**config.mk**
```make
export PLATFORM = sky130hd
export DESIGN_NAME = fracmac_unit
export DESIGN_NICKNAME = d
export VERILOG_FILES = /design/src/rtl/fracmac_pkg.sv /design/src/rtl/fracmac_mult.sv /design/src/rtl/fracmac_round.sv /design/src/rtl/fracmac_readout.sv /design/src/rtl/fracmac_unit.sv
export SDC_FILE = /design/constraint.sdc
export NUM_CORES = 2
export LEC_CHECK = 0
export ABC_AREA = 0
export BUFFER_PORTS_ARGS = -buffer_cell sky130_fd_sc_hd__buf_4
export CORE_MARGIN = 2
export CORE_UTILIZATION = 55
export DETAILED_ROUTE_END_ITERATION = 6
export PLACE_DENSITY = 0.72
export SLEW_MARGIN = 0
export SYNTH_ARGS = -nofsm -noshare
export SYNTH_HDL_FRONTEND = slang
export SYNTH_HIERARCHICAL = 1
export SYNTH_SLANG_ARGS = --single-unit
```
**constraint.sdc**
```tcl
create_clock -name clk -period 6.75 [get_ports clk]
set_input_delay 1.35 -clock clk [delete_from_list [all_inputs] [get_ports clk]]
set_output_delay 1.35 -clock clk [all_outputs]
set_load 0.05 [all_outputs]
```
**src/rtl/fracmac_pkg.sv**
```systemverilog
`timescale 1ns/1ps
package fracmac_pkg;

    typedef enum logic [1:0] {
        OP_MPY = 2'b00,
        OP_MAC = 2'b01,
        OP_MSU = 2'b10,
        OP_NEG = 2'b11
    } mac_op_e;

    typedef enum logic [1:0] {
        SC_NONE = 2'b00,
        SC_DOWN = 2'b01,
        SC_UP   = 2'b10,
        SC_RSVD = 2'b11
    } scale_e;

    typedef struct packed {
        logic n;
        logic z;
        logic v;
        logic e;
    } ccr_t;

endpackage

```
**src/rtl/fracmac_mult.sv**
```systemverilog
`timescale 1ns/1ps
module fracmac_mult #(
    parameter int DATA_W = 24,
    parameter int ACC_W  = 56
) (
    input  logic [DATA_W-1:0] a,
    input  logic [DATA_W-1:0] b,
    output logic [ACC_W-1:0]  prod
);
    localparam int PW = 2 * DATA_W;

    logic signed [PW-1:0] raw;
    logic [ACC_W-1:0]     widened;

    assign raw     = $signed(a) * $signed(b);
    // extend before the fractional shift so +1.0 does not turn negative
    assign widened = {{(ACC_W-PW){raw[PW-1]}}, raw};
    assign prod    = widened << 1;
endmodule

```
**src/rtl/fracmac_round.sv**
```systemverilog
`timescale 1ns/1ps
module fracmac_round #(
    parameter int DATA_W = 24,
    parameter int ACC_W  = 56
) (
    input  logic [ACC_W-1:0] din,
    input  logic             en,
    output logic [ACC_W-1:0] dout,
    output logic             ovf
);
    localparam logic [ACC_W-1:0]  HALF    = ACC_W'(1) << (DATA_W-1);
    localparam logic [DATA_W-1:0] TIE_PAT = {1'b1, {(DATA_W-1){1'b0}}};

    logic [ACC_W-1:0] bumped;
    logic             tie;

    assign bumped = din + HALF;
    assign tie    = (din[DATA_W-1:0] == TIE_PAT);

    always_comb begin
        dout = din;
        ovf  = 1'b0;
        if (en) begin
            dout = bumped;
            if (tie) begin
                dout[DATA_W] = 1'b0;
            end
            dout[DATA_W-1:0] = '0;
            ovf = ~din[ACC_W-1] & bumped[ACC_W-1];
        end
    end
endmodule

```
**src/rtl/fracmac_readout.sv**
```systemverilog
`timescale 1ns/1ps
module fracmac_readout #(
    parameter int DATA_W = 24,
    parameter int ACC_W  = 56
) (
    input  logic [ACC_W-1:0]  acc,
    input  logic [1:0]        scale,
    output logic [DATA_W-1:0] data,
    output logic              lim
);
    import fracmac_pkg::*;

    localparam int TOPB = 2 * DATA_W - 1;
    localparam logic [DATA_W-1:0] POS_FS = {1'b0, {(DATA_W-1){1'b1}}};
    localparam logic [DATA_W-1:0] NEG_FS = {1'b1, {(DATA_W-1){1'b0}}};

    logic [ACC_W:0]      scaled;
    logic [ACC_W-TOPB:0] head;
    logic                in_range;

    always_comb begin
        case (scale_e'(scale))
            SC_DOWN: scaled = {acc[ACC_W-1], acc[ACC_W-1], acc[ACC_W-1:1]};
            SC_UP:   scaled = {acc, 1'b0};
            default: scaled = {acc[ACC_W-1], acc};
        endcase
    end

    assign head     = scaled[ACC_W:TOPB];
    assign in_range = (&head) | ~(|head);

    always_comb begin
        if (in_range) begin
            data = scaled[TOPB:DATA_W];
        end else if (scaled[ACC_W]) begin
            data = NEG_FS;
        end else begin
            data = POS_FS;
        end
        lim = ~in_range;
    end
endmodule

```
**src/rtl/fracmac_unit.sv**
```systemverilog
`timescale 1ns/1ps
module fracmac_unit #(
    parameter int DATA_W  = 24,
    parameter int GUARD_W = 8,
    parameter int NUM_ACC = 2
) (
    input  logic                       clk,
    input  logic                       rst_n,
    input  logic                       in_valid,
    input  logic [1:0]                 opcode,
    input  logic                       round_en,
    input  logic [$clog2(NUM_ACC)-1:0] acc_sel,
    input  logic [DATA_W-1:0]          op_a,
    input  logic [DATA_W-1:0]          op_b,
    input  logic [$clog2(NUM_ACC)-1:0] rd_sel,
    input  logic [1:0]                 rd_scale,
    output logic [DATA_W-1:0]          rd_data,
    output logic                       flag_n,
    output logic                       flag_z,
    output logic                       flag_v,
    output logic                       flag_e,
    output logic                       flag_l
);
    import fracmac_pkg::*;

    localparam int ACC_W = GUARD_W + 2 * DATA_W;
    localparam int SEL_W = $clog2(NUM_ACC);
    localparam int EXT_LO = 2 * DATA_W - 1;
    localparam logic [DATA_W-1:0] POS_FS = {1'b0, {(DATA_W-1){1'b1}}};
    localparam logic [DATA_W-1:0] NEG_FS = {1'b1, {(DATA_W-1){1'b0}}};

    logic [ACC_W-1:0] acc_q [NUM_ACC];
    logic [ACC_W-1:0] acc_old;
    logic [ACC_W-1:0] prod;
    logic [ACC_W-1:0] addend;
    logic [ACC_W-1:0] base;
    logic [ACC_W:0]   sum_x;
    logic [ACC_W-1:0] sum_w;
    logic             add_ovf;
    logic [ACC_W-1:0] result;
    logic             rnd_ovf;
    logic             use_acc;
    logic             neg_p;
    mac_op_e          op_e;
    ccr_t             ccr_q;
    ccr_t             ccr_d;

    assign op_e    = mac_op_e'(opcode);
    assign acc_old = acc_q[acc_sel];

    fracmac_mult #(.DATA_W(DATA_W), .ACC_W(ACC_W)) mult_i (
        .a    (op_a),
        .b    (op_b),
        .prod (prod)
    );

    always_comb begin
        unique case (op_e)
            OP_MPY: begin use_acc = 1'b0; neg_p = 1'b0; end
            OP_MAC: begin use_acc = 1'b1; neg_p = 1'b0; end
            OP_MSU: begin use_acc = 1'b1; neg_p = 1'b1; end
            OP_NEG: begin use_acc = 1'b0; neg_p = 1'b1; end
        endcase
    end

    assign addend  = neg_p ? (~prod + ACC_W'(1)) : prod;
    assign base    = use_acc ? acc_old : '0;
    assign sum_x   = {base[ACC_W-1], base} + {addend[ACC_W-1], addend};
    assign sum_w   = sum_x[ACC_W-1:0];
    assign add_ovf = sum_x[ACC_W] ^ sum_x[ACC_W-1];

    fracmac_round #(.DATA_W(DATA_W), .ACC_W(ACC_W)) round_i (
        .din  (sum_w),
        .en   (round_en),
        .dout (result),
        .ovf  (rnd_ovf)
    );

    always_comb begin
        ccr_d.n = result[ACC_W-1];
        ccr_d.z = (result == '0);
        ccr_d.v = add_ovf | rnd_ovf;
        ccr_d.e = ~((&result[ACC_W-1:EXT_LO]) | ~(|result[ACC_W-1:EXT_LO]));
    end

    generate
        for (genvar g = 0; g < NUM_ACC; g++) begin : g_acc
            always_ff @(posedge clk or negedge rst_n) begin
                if (!rst_n) begin
                    acc_q[g] <= '0;
                end else if (in_valid && (acc_sel == SEL_W'(g))) begin
                    acc_q[g] <= result;
                end
            end


            acc_hold_chk: assert property (@(posedge clk) disable iff (!rst_n)
                !(in_valid && (acc_sel == SEL_W'(g))) |=> $stable(acc_q[g]));


            round_low_chk: assert property (@(posedge clk) disable iff (!rst_n)
                (in_valid && round_en && (acc_sel == SEL_W'(g)))
                |=> (acc_q[g][DATA_W-1:0] == '0));
        end
    endgenerate

    always_ff @(posedge clk or negedge rst_n) begin
        if (!rst_n) begin
            ccr_q <= '0;
        end else if (in_valid) begin
            ccr_q <= ccr_d;
        end
    end

    assign flag_n = ccr_q.n;
    assign flag_z = ccr_q.z;
    assign flag_v = ccr_q.v;
    assign flag_e = ccr_q.e;

    fracmac_readout #(.DATA_W(DATA_W), .ACC_W(ACC_W)) readout_i (
        .acc   (acc_q[rd_sel]),
        .scale (rd_scale),
        .data  (rd_data),
        .lim   (flag_l)
    );


    zero_not_neg_chk: assert property (@(posedge clk) disable iff (!rst_n)
        flag_z |-> !flag_n);


    mpy_no_ovf_chk: assert property (@(posedge clk) disable iff (!rst_n)
        (in_valid && (opcode == 2'b00)) |=> !flag_v);


    limit_value_chk: assert property (@(posedge clk) disable iff (!rst_n)
        flag_l |-> ((rd_data == POS_FS) || (rd_data == NEG_FS)));
endmodule

```
==> flow_summary.yaml <==
detailed_routing:
  finalWirelength_um: 94900
  viasPerCell: 5.47
  ant_nets: 0
  wl_met2_um: 46100
  drt-met1-wl_um: 39700
  dr_wl_met3_um: 5890
  drc: 0
  drt_iter0_drc: 1943
  vias: 28600
  highest_layer: "met4"
  first_pass_iters: 6
  wl_per_cell_um: 18.1
timing:
  setup_ws_ps: -5370
  fin_skew_ps: 10.6
  layout_worst_path_cycle_share: 1.80
  hold_viol: 0
  final_max_slew_viol_count: 0
  holdWs_ps: 503
  setup_viol: 94
  rsz0062_at_grt: "yes"
  tightest_slew_ps: 1190
  period_minus_slack_ps: 12120
  clock.fmax_mhz: 82.5
  slew_headroom: 0.210
clock_network:
  h-tree-depth: 4
  clk_path_buf_depth: 2
  postCtsHoldBufs: 0
  cts_made_buffers: 17
  cts_root_buffer: "clkbuf_16"
  clkTransAtPathRegs_ps: 50
  clk_latency_ps: 420
  clkSinkCount: 116
  cts_tree: "yes"
status:
  violations: "setup timing"
  run_status: "complete, but fails checks"
die:
  dieWidth_um: 250
  start_util: 0.554
  die-area_sq_um: 62500
  io_pins: 87
  die_height_um: 250
  num_rows: 90
  core_area_sq_um: 60000
placed_design:
  post-dp-hpwl_um: 76400
  gp_congestion: 0.940
  io_buffers: 86
  place_ws_ps: -5680
synth:
  netlist_area_sq_um: 33300
  synth_nets: 4580
  syn_area_per_cell_sq_um: 8.95
  yosys_warnings: 6
  netlist_instances: 3717
flow_run:
  cap_violations: 0
global_routing:
  grt_max_degree: 72
  first_global_vias: 30000
  overflow: 0
  grt_first_pass_wirelength_um: 152000
  track_usage: 0.301
  grt_antenna_before_repair: 1
finish:
  syn_to_final_growth_pct: 29.6
  drive_above_1_share: 0.319
  nets: 5301
worst_setup_path:
  crit_family: "adder cells"
  cpPeakStageDelay_ps: 630
  crit_arrival_ps: 12390
  path_buf_inv: 9
  crit_start: "op_b[0]"
  end_kind: "flop"
  worstPathRequired_ps: 7020
  criticalPathCategory: "in -> reg"
  crit_fanout: 7
  slowest_stage: "fa_2"
  rr_startpoint: "acc_q[57]"
  start_kind: "input port"
hold_path:
  worstHoldStart: "acc_q[60]"
  hold_class: "reg -> reg"
path summary, 6_finish.rpt:
path	endpoint	cells past startpoint	slack [ps]
worst max-delay path	flag_e	49	-5370
worst min-delay path	acc_q[60]	1	500
worst max register to register	flag_e	22	1380
worst min register to register	acc_q[60]	1	500
max in group asynchronous	acc_q[110]	2	4540
min in group asynchronous	acc_q[57]	1	1040
state kept, by name, indices dropped and copies added (netlist names):
signal / flops
acc_q: 112
flag_e: 1
flag_n: 1
flag_v: 1
flag_z: 1
timing repair:
action,4_1_cts,5_1_grt
pin swaps,122,46
setup buffers,87,33
cloned,0,0
endpoints found under the setup margin,98,98
resized for setup,217,119
final cells by class:
cell class	instances	area [sq um]
sequential	116	2900
multi-input combinational	2742	29100
antenna	1	2.50
clock buffer	21	460
fill	4198	16900
timing repair buffer	894	7050
clock inverter	10	131
inverter	667	2500
tap	782	978
layout by cell type (no fill, tap or decap), types with 48 or more instances in the layout:
cell type	count
nand4_1	48
nor2_1	161
and2_1	258
dfrtp_1	116
ha_1	171
nand2_1	356
buf_6	60
buf_4	823
mux2i_1	79
xnor2_1	86
mux2_2	127
a21oi_1	116
xor2_1	56
inv_1	654
fa_1	601
per-stage QoR:
step	instances	util	setup TNS, ps	cell area, sq um
6_report	5233	0.718	-336060	43100
4_1_cts	5205	0.705	-320580	42300
3_3_place_gp	5091	0.667	-371860	40100
2_1_floorplan	3717	-	-292140	34300
5_1_grt	5233	0.718	-376530	43100
3_5_place_dp	5091	0.667	-386200	40100
per-layer routing:
metal	vias up	GRT usage
met5	-	0
met4	0	0.0811
met3	225	0.0325
met2	1056	0.520
met1	14200	0.405
li1	13100	-
worst register-to-register path, cell delays in order, from the launching register on:
cell and delay, ps:
dfrtp_1 390, mux2i_1 160, nor2_1 100, fa_1 460, a211oi_1 310, o21ai_0 250
o21ai_1 260, nand4_1 200, a31oi_4 260, o41ai_4 140, a31o_4 280, a21oi_4 150
xnor2_2 150, nand3_2 180, nor4_4 330, buf_4 190, buf_8 130, nand4_1 190
xnor2_2 280, buf_4 160, nand4_1 110, o311ai_2 390, o21ai_1 160
Power is not shown: default switching activity piles up to over one toggle a cycle in this logic, so the estimate is an artifact.
